--- config.mk ---
export PLATFORM = sky130hd
export DESIGN_NAME = crc64_stream
export DESIGN_NICKNAME = d
export VERILOG_FILES = /design/src/rtl/crc64_pkg.sv /design/src/rtl/crc64_xor_net.sv /design/src/rtl/crc64_lane_prep.sv /design/src/rtl/crc64_finalize.sv /design/src/rtl/crc64_stream.sv
export SDC_FILE = /design/constraint.sdc
export NUM_CORES = 1
export LEC_CHECK = 0
export BUFFER_PORTS_ARGS = -buffer_cell sky130_fd_sc_hd__buf_2
export CAP_MARGIN = 30
export CORE_ASPECT_RATIO = 0.7
export CORE_MARGIN = 5
export CORE_UTILIZATION = 53
export CTS_CLUSTER_DIAMETER = 50
export DETAILED_ROUTE_END_ITERATION = 16
export PLACE_DENSITY = 0.82
export SYNTH_ARGS = -nofsm -noshare
export SYNTH_HDL_FRONTEND = slang
export SYNTH_HIERARCHICAL = 1
export SYNTH_SLANG_ARGS = --single-unit
--- constraint.sdc ---
create_clock -name clk_i -period 24.8 [get_ports clk_i]
set_clock_uncertainty 0.2 [all_clocks]
set_input_delay 3.72 -clock clk_i [delete_from_list [all_inputs] [get_ports clk_i]]
set_output_delay 3.72 -clock clk_i [all_outputs]
set_load 0.01 [all_outputs]
--- src/rtl/crc64_pkg.sv ---
package crc64_pkg;

    localparam int CRC_W     = 32;
    localparam int BYTE_W    = 8;
    localparam int PRE_BYTES = CRC_W / BYTE_W;

    typedef logic [CRC_W-1:0] crc_t;

endpackage

--- src/rtl/crc64_xor_net.sv ---
module crc64_xor_net
    import crc64_pkg::*;
#(
    parameter int   DATA_W = 64,
    parameter crc_t POLY   = 32'hEDB88320
) (
    input  crc_t              state_i,
    input  logic [DATA_W-1:0] data_i,
    output crc_t              state_o
);

    localparam int IN_W = CRC_W + DATA_W;

    // Column j of the update matrix: which state and data bits feed output bit j.
    function automatic logic [IN_W-1:0] tap_column(input int j);
        logic [IN_W-1:0]   col;
        crc_t              c;
        logic [DATA_W-1:0] d;
        logic              fb;
        col = '0;
        for (int k = 0; k < IN_W; k++) begin
            c = '0;
            d = '0;
            if (k < CRC_W) c[k] = 1'b1;
            else           d[k-CRC_W] = 1'b1;
            for (int b = 0; b < DATA_W; b++) begin
                fb = c[0] ^ d[b];
                c  = c >> 1;
                if (fb) c = c ^ POLY;
            end
            col[k] = c[j];
        end
        return col;
    endfunction

    logic [IN_W-1:0] vec;
    assign vec = {data_i, state_i};

    for (genvar j = 0; j < CRC_W; j++) begin : g_bit
        localparam logic [IN_W-1:0] TAPS = tap_column(j);
        assign state_o[j] = ^(vec & TAPS);
    end

endmodule

--- src/rtl/crc64_lane_prep.sv ---
module crc64_lane_prep
    import crc64_pkg::*;
#(
    parameter int LANES = 8,
    localparam int DATA_W = LANES * BYTE_W,
    localparam int CNT_W  = $clog2(LANES + 1)
) (
    input  logic              first_i,
    input  logic [LANES-1:0]  en_i,
    input  logic [DATA_W-1:0] data_i,
    input  logic [CNT_W-1:0]  inv_left_i,
    output logic [DATA_W-1:0] data_o,
    output logic              mask_ok_o,
    output logic [CNT_W-1:0]  count_o
);

    logic [LANES-1:0] off;
    logic             top_run;
    logic [CNT_W-1:0] lo;

    always_comb begin
        off       = ~en_i;
        // enabled lanes must form one run ending at the top lane
        top_run   = (en_i != '0) && ((off & (off + LANES'(1))) == '0);
        mask_ok_o = first_i ? top_run : (en_i == '1);
        count_o   = CNT_W'($countones(en_i));
        lo        = CNT_W'(LANES) - count_o;
    end

    for (genvar l = 0; l < LANES; l++) begin : g_lane
        logic [CNT_W-1:0] rel;
        logic             inv;
        assign rel = CNT_W'(l) - lo;
        assign inv = en_i[l] && (CNT_W'(l) >= lo) && (rel < inv_left_i);
        assign data_o[l*BYTE_W +: BYTE_W] =
            en_i[l] ? (data_i[l*BYTE_W +: BYTE_W] ^ {BYTE_W{inv}}) : '0;
    end

endmodule

--- src/rtl/crc64_finalize.sv ---
module crc64_finalize
    import crc64_pkg::*;
#(
    parameter crc_t FINAL_XOR = 32'hFFFFFFFF,
    parameter int   CNT_W     = 4
) (
    input  crc_t             state_i,
    input  logic [CNT_W-1:0] seen_i,
    output crc_t             crc_o
);

    crc_t fix;

    always_comb begin
        // frames shorter than the register lose part of the all-ones start
        if (seen_i < CNT_W'(PRE_BYTES)) fix = '1 >> (BYTE_W * int'(seen_i));
        else                            fix = '0;
        crc_o = state_i ^ FINAL_XOR ^ fix;
    end

endmodule

--- src/rtl/crc64_stream.sv ---
module crc64_stream
    import crc64_pkg::*;
#(
    parameter int   LANES     = 8,
    parameter crc_t POLY      = 32'hEDB88320,
    parameter crc_t FINAL_XOR = 32'hFFFFFFFF,
    localparam int  DATA_W    = LANES * BYTE_W,
    localparam int  CNT_W     = $clog2(LANES + 1)
) (
    input  logic              clk_i,
    input  logic              rst_ni,
    input  logic              beat_valid_i,
    input  logic              beat_sof_i,
    input  logic              beat_eof_i,
    input  logic [DATA_W-1:0] beat_data_i,
    input  logic [LANES-1:0]  beat_lane_en_i,
    output crc_t              crc_o,
    output logic              crc_done_o,
    output logic              frame_err_o
);

    typedef struct packed {
        logic             in_frame;
        logic [CNT_W-1:0] inv_left;
        logic [CNT_W-1:0] seen;
        crc_t             crc;
        crc_t             res;
        logic             done;
        logic             err;
    } st_t;

    st_t st_d, st_q;

    logic [DATA_W-1:0] prep_data;
    logic              mask_ok;
    logic [CNT_W-1:0]  count;
    logic [CNT_W-1:0]  inv_base;
    logic [CNT_W-1:0]  seen_base;
    logic [CNT_W:0]    seen_sum;
    logic [CNT_W-1:0]  seen_nx;
    logic [CNT_W-1:0]  used;
    crc_t              base_crc;
    crc_t              net_out;
    crc_t              fin_out;
    logic              accept;

    assign inv_base  = beat_sof_i ? CNT_W'(PRE_BYTES) : st_q.inv_left;
    assign seen_base = beat_sof_i ? '0 : st_q.seen;
    assign base_crc  = beat_sof_i ? '0 : st_q.crc;

    crc64_lane_prep #(.LANES(LANES)) i_prep (
        .first_i    (beat_sof_i),
        .en_i       (beat_lane_en_i),
        .data_i     (beat_data_i),
        .inv_left_i (inv_base),
        .data_o     (prep_data),
        .mask_ok_o  (mask_ok),
        .count_o    (count)
    );

    crc64_xor_net #(.DATA_W(DATA_W), .POLY(POLY)) i_net (
        .state_i (base_crc),
        .data_i  (prep_data),
        .state_o (net_out)
    );

    crc64_finalize #(.FINAL_XOR(FINAL_XOR), .CNT_W(CNT_W)) i_fin (
        .state_i (net_out),
        .seen_i  (seen_nx),
        .crc_o   (fin_out)
    );

    always_comb begin
        seen_sum = {1'b0, seen_base} + {1'b0, count};
        seen_nx  = (seen_sum >= (CNT_W+1)'(PRE_BYTES)) ? CNT_W'(PRE_BYTES)
                                                      : seen_sum[CNT_W-1:0];
        used     = (count < inv_base) ? count : inv_base;
        accept   = beat_valid_i && (beat_sof_i || st_q.in_frame);

        st_d      = st_q;
        st_d.done = 1'b0;
        st_d.err  = 1'b0;
        if (accept) begin
            if (!mask_ok) begin
                st_d.in_frame = 1'b0;
                st_d.err      = 1'b1;
            end else begin
                st_d.crc      = net_out;
                st_d.inv_left = inv_base - used;
                st_d.seen     = seen_nx;
                if (beat_eof_i) begin
                    st_d.in_frame = 1'b0;
                    st_d.done     = 1'b1;
                    st_d.res      = fin_out;
                end else begin
                    st_d.in_frame = 1'b1;
                end
            end
        end
    end

    always_ff @(posedge clk_i) begin
        if (!rst_ni) st_q <= '0;
        else         st_q <= st_d;
    end

    assign crc_o       = st_q.res;
    assign crc_done_o  = st_q.done;
    assign frame_err_o = st_q.err;

    AST_DONE_AFTER_EOF: assert property (@(posedge clk_i) disable iff (!rst_ni)
        crc_done_o |-> $past(beat_valid_i && beat_eof_i));
    AST_RESULT_HELD: assert property (@(posedge clk_i) disable iff (!rst_ni)
        !crc_done_o |-> $stable(crc_o));
    AST_ERR_NO_DONE: assert property (@(posedge clk_i) disable iff (!rst_ni)
        frame_err_o |-> !crc_done_o);
    AST_ERR_AFTER_BEAT: assert property (@(posedge clk_i) disable iff (!rst_ni)
        frame_err_o |-> $past(beat_valid_i));
    AST_EMPTY_START_ERR: assert property (@(posedge clk_i) disable iff (!rst_ni)
        (beat_valid_i && beat_sof_i && beat_lane_en_i == '0) |=> frame_err_o);
    AST_IDLE_BEAT_SILENT: assert property (@(posedge clk_i) disable iff (!rst_ni)
        (beat_valid_i && !beat_sof_i && !st_q.in_frame) |=> (!crc_done_o && !frame_err_o));

endmodule

==> summary.md, run 1 <==
| Metric | Value |
|---|---|
| Area of the core | between 0.02 and 0.025 mm^2 |
| Crit path buf inv count | 6 |
| CP max-delay cell | xnor2_1 |
| DRC Markers | 0 |
| Largest net degree at the start of global routing | between 70 and 80 |
| Die W | 189 um |
| Pre-CTS WS | 12.49 ns |
| Crit-path max FO | 14 |
| Die Area | 0.0257 mm^2 |
| Hold Crit Class | flip-flop to flip-flop |
| DR pass1 iterations | 7 |
| Post-synthesis cell area | 0.0119 mm^2 |
| Fin util | 0.584 |
| H-tree levels | 3 |
| Met3 GRT Util | 0.0652 |
| Antenna Cells | 0 |
| Vias/cell | 5.55 |
| Drt total wl | around 40 mm |
| Sequential-to-total area share from yosys stat | 0.126 |
| Number of global-route vias before repair | 8,152 |
| Predominant post-synthesis flop cell | dfxtp_1 |
| Initial antenna violation count | 0 |
| Clk_lat worst skew | 0.36 ns |
| Post-DP HPWL | 33.1 mm |
| First-pass GRT wire length | 56.6 mm |
| CTS tree | built |
| Endpoints failing setup | 0 |
| Outcome | finished, final reports clean |
| Overflow after GRT | 0 |
| Chip height | ~140 um |
| Clock Path Buffers | 2 |
| RSZ-0062 raised after global routing | no |
| Synth warnings | 6 |
| Port buffer count | 110 |
| Drt wl/cell | 25.5 um |
| Post-CTS Hold Buffers | 0 |
| Tot GR Track Use | 0.307 |
| Clock sinks | 75 |
| Ys async rst share | 0 |
| Commonest non-fill, non-tap cell in the layout | xnor2_1 |
| I/O pin cnt | 111 |
| Post-CTS Setup Bufs | 0 |
| Resize count post-CTS | 0 |
| Seq cells post-synth | between 70 and 80 |
| Period utilisation layout | 0.486 |
| Distinct cells, synth | 63 |
| GRT Max-Usage Layer | met1 |
| CP top delay family | XOR/XNOR gates |
| Critical Path RT | 24.89 ns |
| TritonCTS Buffers | 9 |
| Clock edge transition at the registers on the reported setup and hold paths | 0.07 ns |
| Most frequent cells in the layout | xnor2_1, nand2_1, buf_2 |
| Initial Utilization | 0.545 |
| Max incr delay on CP | roughly 0.63 ns |
| Clock root cell | clkbuf_16 |
| Routability cong. | 1.13 |
| Synth-to-layout area growth | 7.18% |
| Crit. End Element | flip-flop |
| Site Rows | 45 |
| CP Data Arrival Time | approximately 12 ns |
| # nets final | 1,383 |
| M1 GR Usage | 0.464 |
| Actual slew at the worst max-slew pin | 1.03 ns |
| Initial DRC count | 820 |
| Met2 usage | 0.458 |
| Crit Path Category | input pin to flip-flop |
| Final WS setup | 12.74 ns |
| Vias | 8,593 |
| Final hold slack | 0.250 ns |
| Fin. Hold Viols | 0 |
| Max Fclk | 0.0829 GHz |
| Startpoint Class | input pin |
| EDFF count, synth | 0 |
| Filler cells | 1,924 |
| Fin Setup TNS | 0 ns |
| Synthesized area per cell | a little under 10 um^2 |
| Fin crit period | 12.06 ns |
| Slew headroom | 0.297 |
| Max-slew violation count | 0 |
| Post-route ant nets | 0 |
| Max-cap violations | 0 |
| Syn Inst Count | 1,204 |
| Share of cells above drive strength 1 | 0.164 |
[Yosys cell counts, types with 7 or more instances]
| master | number | area [um^2] |
|---|---|---|
| ha_1 | 40 | 500 |
| xor2_1 | 65 | 569 |
| buf_2 | 21 | 105 |
| dfxtp_1 | 75 | 1500 |
| a21boi_0 | 35 | 263 |
| xnor2_1 | 263 | 2300 |
| nor2_1 | 11 | 41.3 |
| mux2i_1 | 65 | 651 |
| xnor2_2 | 25 | 407 |
| a21oi_1 | 8 | 40.0 |
| clkbuf_1 | 30 | 113 |
| nor2b_1 | 43 | 269 |
| inv_1 | 32 | 120 |
| xnor2_4 | 7 | 193 |
| xnor3_1 | 101 | 2270 |
| buf_4 | 35 | 263 |
| nand2_1 | 207 | 777 |
| o21ai_0 | 12 | 60.1 |
| a21boi_1 | 30 | 225 |
| xor3_1 | 12 | 285 |
[cell families (layout without fill, tap and decap cells)]
kind of cell,count (synthesis),in the layout,share of synthesized area
adders and majority gates,46,46,0.0520
other,1,4,0.000314
DFF,75,75,0.126
xor gates and xnor gates,482,482,0.520
and+or+nand+nor,291,291,0.110
muxes,66,66,0.0555
buffers and inverters,122,180,0.0535
AOI/OAI and AO/OA,121,121,0.0829
[worst reg2reg max path, delay by kind of cell (launching register included)]
family	cells	cell delay, ns
AOI/OAI and AO/OA	4	1.22
buffers and inverters	1	0.20
DFF	1	0.32
xor gates and xnor gates	6	2.43
muxes	1	0.76
and+or+nand+nor	2	0.37
adders and majority gates	1	0.33
[state kept, by name, summed over array words and instances (netlist names)]
signal	flops
crc_o	32
crc_done_o	1
st_q	41
frame_err_o	1
[worst paths after layout]
check | slack, ns | cells after the start | end | start
setup / recovery | 12.74 | 29 | crc_o[29] | beat_lane_en_i[0]
hold / removal | 0.25 | 2 | crc_o[5] | crc_o[5]
setup reg to reg | 18.89 | 15 | crc_o[21] | st_q[71]
hold reg to reg | 0.25 | 2 | crc_o[5] | crc_o[5]
[cell type report]
type	count	area, um^2	share of cell area
Sequential cell	75	1500	0.117
Timing Repair Buffer	131	708	0.0554
Multi-Input combinational cell	1010	9810	0.767
Clock buffer	9	225	0.0176
Inverter	33	124	0.00968
Clock inverter	7	73.8	0.00577
Tap cell	282	353	0.0276
[layer usage]
metal  up-vias  routed length (um)  part of all wire
met5         -                   0                 0
met4         0                 501             0.013
met3        35                3510             0.089
met2       347               16600              0.42
met1      4197               18800              0.48
li1       4014                   -                 -
[through the flow]
stage	cell area [um^2]	instances
after floorplan	11900	1207
after global placement	12500	1527
after detailed placement	12500	1531
after CTS	12800	1547
after global routing	12800	1547
final	12800	1547
Power of run 1 is not shown: default switching activity piles up to over one toggle a cycle in this logic, so the estimate is an artifact.
==> inputs of run 2 (changes only) <==
==> constraint.sdc (replaced) <==
create_clock -name clk_i -period 11.4 [get_ports clk_i]
set_clock_uncertainty 0.2 [all_clocks]
set_input_delay 1.71 -clock clk_i [delete_from_list [all_inputs] [get_ports clk_i]]
set_output_delay 1.71 -clock clk_i [all_outputs]
set_load 0.01 [all_outputs]
==> run 2 against run 1 <==
  * Cell area increased by 1.1%
  * Via count increased by 1.9%
  * Critical path depth unchanged
  * Sequential share of layout area decreased by 0.13 points
  * Cell count increased by 1.2%
  * Critical endpoint unchanged
==> summary.md, run 2 (synthesized netlist as in run 1, its figures left out) <==
| Metric | Value |
|---|---|
| Outcome | finished, final reports clean (unchanged) |
| Site Rows | 45 (unchanged) |
| Drt total wl | 41.0 mm (was 39.4 mm) |
| Reg2reg end | crc_o[31] (was crc_o[21]) |
| Fin crit period | 10.08 ns |
| CP top delay family | XOR/XNOR gates (unchanged) |
| Crit path buf inv count | 6 (unchanged) |
| Number of global-route vias before repair | 8,413 (was 8,152) |
| I/O pin cnt | 111 (unchanged) |
| Share of cells above drive strength 1 | 0.176 (was 0.164) |
| Die W | 189 um (unchanged) |
| Antenna Cells | 0 (unchanged) |
| Crit. End Element | flip-flop (unchanged) |
| Commonest non-fill, non-tap cell in the layout | xnor2_1 (unchanged) |
| Multi-input logic area | 0.00981 mm^2 (unchanged) |
| Initial antenna violation count | 0 (unchanged) |
| Initial DRC count | 790 (was 820) |
| Area of the core | 0.0219 mm^2 (unchanged) |
| Initial Utilization | 0.545 (unchanged) |
| Startpoint Class | input pin (unchanged) |
| Clock Path Buffers | 2 (unchanged) |
| Reg2Reg Launch Point | st_q[71] (unchanged) |
| Hold EP | crc_o[27] (was crc_o[5]) |
| Drt wl/cell | 26.2 um (was 25.5 um) |
| Post-CTS Setup Bufs | 0 (unchanged) |
| Max Fclk | 0.0992 GHz |
| Vias | 8,758 (was 8,593) |
| Register area | 0.00150 mm^2 (unchanged) |
| Slew headroom | 0.267 (was 0.297) |
| Synth-to-layout area growth | 8.37% (was 7.18%) |
| Most flops, register | st_q (unchanged) |
| Placed insts | 1,549 (was 1,531) |
| Critical Path RT | 11.48 ns (was 24.89 ns) |
| Post-route ant nets | 0 (unchanged) |
| Post-DP HPWL | 34.2 mm (was 33.1 mm) |
| Actual slew at the worst max-slew pin | 1.07 ns (was 1.03 ns) |
| DR pass1 iterations | 5 (was 7) |
| Max reg flops | 41 (unchanged) |
| Die Area | 0.0257 mm^2 (unchanged) |
| TritonCTS Buffers | 9 (unchanged) |
| Clock root cell | clkbuf_16 (unchanged) |
| Crit Path Category | input pin to flip-flop (unchanged) |
| Port buffer count | 110 (unchanged) |
| Final Non-Filler Cells | 1,565 (was 1,547) |
| Hold Crit Class | flip-flop to flip-flop (unchanged) |
| CP max-delay cell | xnor2_1 (unchanged) |
| Max-cap violations | 0 (unchanged) |
| Most frequent cells in the layout | xnor2_1, nand2_1, buf_2 (unchanged) |
| Chip height | 136 um (unchanged) |
| Max-slew violation count | 0 (unchanged) |
| Filler cells | 1,945 (was 1,924) |
| Vias/cell | 5.60 (was 5.55) |
| Clock edge transition at the registers on the reported setup and hold paths | 0.08 ns (was 0.07 ns) |
| Flop-to-flop setup slack | 5.59 ns (was 18.89 ns) |
| Post-CTS Hold Buffers | 0 (unchanged) |
| Clk_lat worst skew | 0.35 ns (was 0.36 ns) |
| Tot GR Track Use | 0.318 (was 0.307) |
| Resize count post-CTS | 0 (unchanged) |
| Endpoints failing setup | 0 (unchanged) |
| RSZ-0062 raised after global routing | no (unchanged) |
| DRC Markers | 0 (unchanged) |
| Period utilisation layout | 0.884 |
| Max incr delay on CP | 0.63 ns (about the same) |
| Largest net degree at the start of global routing | 78 (unchanged) |
| # nets final | 1,401 (was 1,383) |
| Routability cong. | 1.05 (was 1.13) |
| Fin. Hold Viols | 0 (unchanged) |
| Hold Startpoint | crc_o[27] (was crc_o[5]) |
| CP Data Arrival Time | 10.16 ns (was 12.16 ns) |
| Clock sinks | 75 (unchanged) |
| CTS tree | built (unchanged) |
| H-tree levels | 3 (unchanged) |
| First-pass GRT wire length | 58.7 mm (was 56.6 mm) |
| FF-to-FF path depth | 15 (unchanged) |
| Overflow after GRT | 0 (unchanged) |
| Crit-path max FO | 14 (unchanged) |
| Fin Setup TNS | 0 ns (unchanged) |
| Worst hold path depth | 2 (unchanged) |
## run 2: layer usage
metal	GRT usage	routed length (um)
met2	0.468	17100
met5	0	0
met3	0.0891	4110
met4	0.0655	773
met1	0.467	19000
## run 2: worst min-delay path, stage by stage, from the launching register on
cell,delay (ns)
dfxtp_1,0.31
nand2_1,0.05
a21boi_1,0.05
## run 2: worst max path at each step
stage	end	cells past startpoint	slack (ns)	start
2_1_floorplan	crc_o[22]	28	2.43	beat_lane_en_i[0]
3_3_place_gp	crc_o[24]	28	1.01	beat_lane_en_i[0]
3_5_place_dp	crc_o[29]	29	1.21	beat_lane_en_i[0]
4_1_cts	crc_o[29]	29	1.52	beat_lane_en_i[0]
5_1_grt	crc_o[29]	29	1.02	beat_lane_en_i[0]
6_report	crc_o[29]	29	1.32	beat_lane_en_i[0]
## run 2: area by class of cell
cell class | instances | share of cell area
flip-flops and latches | 75 | 0.116
clock buffers | 9 | 0.0174
clock inverters | 7 | 0.00619
inverters | 33 | 0.00958
repair buffers | 149 | 0.0652
multi-input cells | 1010 | 0.758
well taps | 282 | 0.0273
## run 2: through the flow
step | hold slack, ns | instance area (um^2) | utilization | setup WS, ns
2_1_floorplan | 0.235 | 11900 | - | 2.43
3_3_place_gp | 0.238 | 12600 | 0.576 | 1.01
3_5_place_dp | 0.246 | 12600 | 0.577 | 1.21
4_1_cts | 0.256 | 12900 | 0.591 | 1.52
5_1_grt | 0.271 | 12900 | 0.591 | 1.02
6_report | 0.253 | 12900 | 0.591 | 1.32
Power of run 2 is left out for the same reason.
==> inputs of run 3 (changes only) <==
--- a/config.mk
+++ b/config.mk
@@ -9,10 +9,10 @@
 export CAP_MARGIN = 30
 export CORE_ASPECT_RATIO = 0.7
 export CORE_MARGIN = 5
-export CORE_UTILIZATION = 53
+export CORE_UTILIZATION = 39
 export CTS_CLUSTER_DIAMETER = 50
 export DETAILED_ROUTE_END_ITERATION = 16
-export PLACE_DENSITY = 0.82
+export PLACE_DENSITY = 0.66
 export SYNTH_ARGS = -nofsm -noshare
 export SYNTH_HDL_FRONTEND = slang
 export SYNTH_HIERARCHICAL = 1
==> run 3 against run 2 <==
  * Setup slack worse by 0.0062 ns
  * Count of clock-buffer cells in the layout is 4 higher
  * Sequential share of layout area is 0.096 points lower
  * Register-to-register slack better by 0.08 ns
  * Worst hold slack worse by 0.0025 ns
  * Die area is 33% higher
  * Global-route usage is 8.0 points lower
  * Critical path type unchanged
==> summary.md, run 3 (synthesized netlist as in run 1, its figures left out) <==
| Metric | Value |
|---|---|
| Outcome | finished, final reports clean (unchanged) |
| H-tree levels | 3 (unchanged) |
| Met3 GRT Util | 0.0706 (was 0.0891) |
| Initial antenna violation count | 0 (unchanged) |
| Vias | 8,700 (was 8,758) |
| Actual slew at the worst max-slew pin | 0.955 ns (was 1.07 ns) |
| Met2 usage | 0.349 (was 0.468) |
| Startpoint Class | input pin (unchanged) |
| Max-cap violations | 0 (unchanged) |
| Share of cells above drive strength 1 | 0.171 (was 0.176) |
| M1 GR Usage | 0.350 (was 0.467) |
| Dpl cell area | 0.0127 mm^2 (was 0.0126 mm^2) |
| Area of the core | 0.0301 mm^2 (was 0.0219 mm^2) |
| Clk_lat worst skew | 0.35 ns (about the same) |
| Drt wl/cell | 24.1 um (was 26.2 um) |
| CTS tree | built (unchanged) |
| Initial Utilization | 0.396 (was 0.545) |
| Tot GR Track Use | 0.238 (was 0.318) |
| Most flops, register | st_q (unchanged) |
| Crit. End Element | flip-flop (unchanged) |
| Post-CTS Hold Buffers | 0 (unchanged) |
| Post-CTS Setup Bufs | 0 (unchanged) |
| Overflow after GRT | 0 (unchanged) |
| Synth-to-layout area growth | 9.27% (was 8.37%) |
| Drt total wl | 40.6 mm (was 41.0 mm) |
| Largest net degree at the start of global routing | 78 (unchanged) |
| Die Area | 0.0343 mm^2 (was 0.0257 mm^2) |
| Commonest non-fill, non-tap cell in the layout | xnor2_1 (unchanged) |
| Post-route ant nets | 0 (unchanged) |
| DRC Markers | 0 (unchanged) |
| Clock edge transition at the registers on the reported setup and hold paths | 0.06 ns (was 0.08 ns) |
| First-pass GRT wire length | 59.3 mm (was 58.7 mm) |
| DR pass1 iterations | 5 (unchanged) |
| TritonCTS Buffers | 9 (unchanged) |
| RSZ-0062 raised after global routing | no (unchanged) |
| Placed insts | 1,672 (was 1,549) |
| Fin. Hold Viols | 0 (unchanged) |
| Crit-path max FO | 14 (unchanged) |
| Final Non-Filler Cells | 1,689 (was 1,565) |
| CP Data Arrival Time | 10.17 ns (was 10.16 ns) |
| Site Rows | 53 (was 45) |
| Slew headroom | 0.345 (was 0.267) |
| Crit Path Category | input pin to flip-flop (unchanged) |
| Endpoints failing setup | 0 (unchanged) |
| Vias/cell | 5.15 (was 5.60) |
| # nets final | 1,395 (was 1,401) |
| Die W | 219 um (was 189 um) |
| Resize count post-CTS | 0 (unchanged) |
| Critical Path RT | 11.49 ns (was 11.48 ns) |
| Initial DRC count | 852 (was 790) |
| Chip height | 156 um (was 136 um) |
| Final instance area | 0.0130 mm^2 (was 0.0129 mm^2) |
| Max-slew violation count | 0 (unchanged) |
| I/O pin cnt | 111 (unchanged) |
| Post-DP HPWL | 34.1 mm (was 34.2 mm) |
| Max reg flops | 41 (unchanged) |
| Routability cong. | 1.07 (was 1.05) |
| Clock root cell | clkbuf_16 (unchanged) |
| Hold Crit Class | flip-flop to flip-flop (unchanged) |
| Number of global-route vias before repair | 8,656 (was 8,413) |
| Fin crit period | 10.08 ns (about the same) |
| Clock sinks | 75 (unchanged) |
| Antenna Cells | 0 (unchanged) |
| Port buffer count | 110 (unchanged) |
| Clock Path Buffers | 2 (unchanged) |
| Most frequent cells in the layout | xnor2_1, nand2_1, buf_2 (unchanged) |
| Period utilisation layout | 0.885 (was 0.884) |
| GRT Max-Usage Layer | met1 (was met2) |
| Max Fclk | 0.0992 GHz (about the same) |
| Fin Setup TNS | 0 ns (unchanged) |
-- run 3: cell types whose count changed in the layout (fill, tap and decap cells not counted) --
| cell | change |
|---|---|
| clkinvlp_4 | +2 |
| inv_6 | -1 |
| inv_8 | -2 |
| clkinv_8 | -2 |
| clkbuf_1 | +2 |
| buf_4 | -7 |
| clkinv_4 | -1 |
| clkbuf_8 | +2 |
| buf_12 | +1 |
-- run 3: metrics by stage --
stage	hold WS, ns	setup WS, ns	util
6_report	0.250	1.32	0.433
5_1_grt	0.268	1.04	0.433
4_1_cts	0.252	1.42	0.433
3_5_place_dp	0.244	1.06	0.423
3_3_place_gp	0.244	0.881	0.422
2_1_floorplan	0.235	2.43	-
-- run 3: worst max-delay path: stages --
cell and delay, ns:
buf_2 0.23, fa_1 0.58, inv_1 0.05, fa_1 0.49, fa_1 0.41, inv_1 0.06
ha_1 0.16, inv_1 0.06, fa_1 0.48, xnor2_4 0.37, xor2_2 0.60, inv_2 0.15
nor2_1 0.20, xnor2_1 0.10, ha_1 0.18, or4_4 0.49, a211oi_4 0.69, mux2i_1 0.28
xnor2_1 0.59, xnor2_1 0.17, xnor2_1 0.61, xnor3_1 0.58, xnor3_1 0.44, xnor2_1 0.23
nand2_1 0.08, a21boi_1 0.12
-- run 3: cell type report --
| cell class | count | area, um^2 |
|---|---|---|
| clock inverters | 3 | 22.5 |
| well taps | 412 | 515 |
| fillers | 3045 | 17100 |
| multi-input cells | 1010 | 9810 |
| inverters | 33 | 124 |
| repair buffers | 143 | 811 |
| flip-flops and latches | 75 | 1500 |
| clock buffers | 13 | 260 |
-- run 3: worst paths after layout --
check        slack, ns   endpoint         startpoint  cells past startpoint
min reg2reg       0.25   crc_o[5]           crc_o[5]                      2
max               1.32  crc_o[19]  beat_lane_en_i[0]                     26
max reg2reg       5.67  crc_o[24]           st_q[71]                     15
min               0.25   crc_o[5]           crc_o[5]                      2
-- run 3: routing by layer --
metal,up-vias,part of all wire
li1,4037,-
met2,377,0.42
met1,4249,0.47
met3,37,0.10
met4,0,0.013
met5,-,0
Power of run 3 is left out for the same reason.
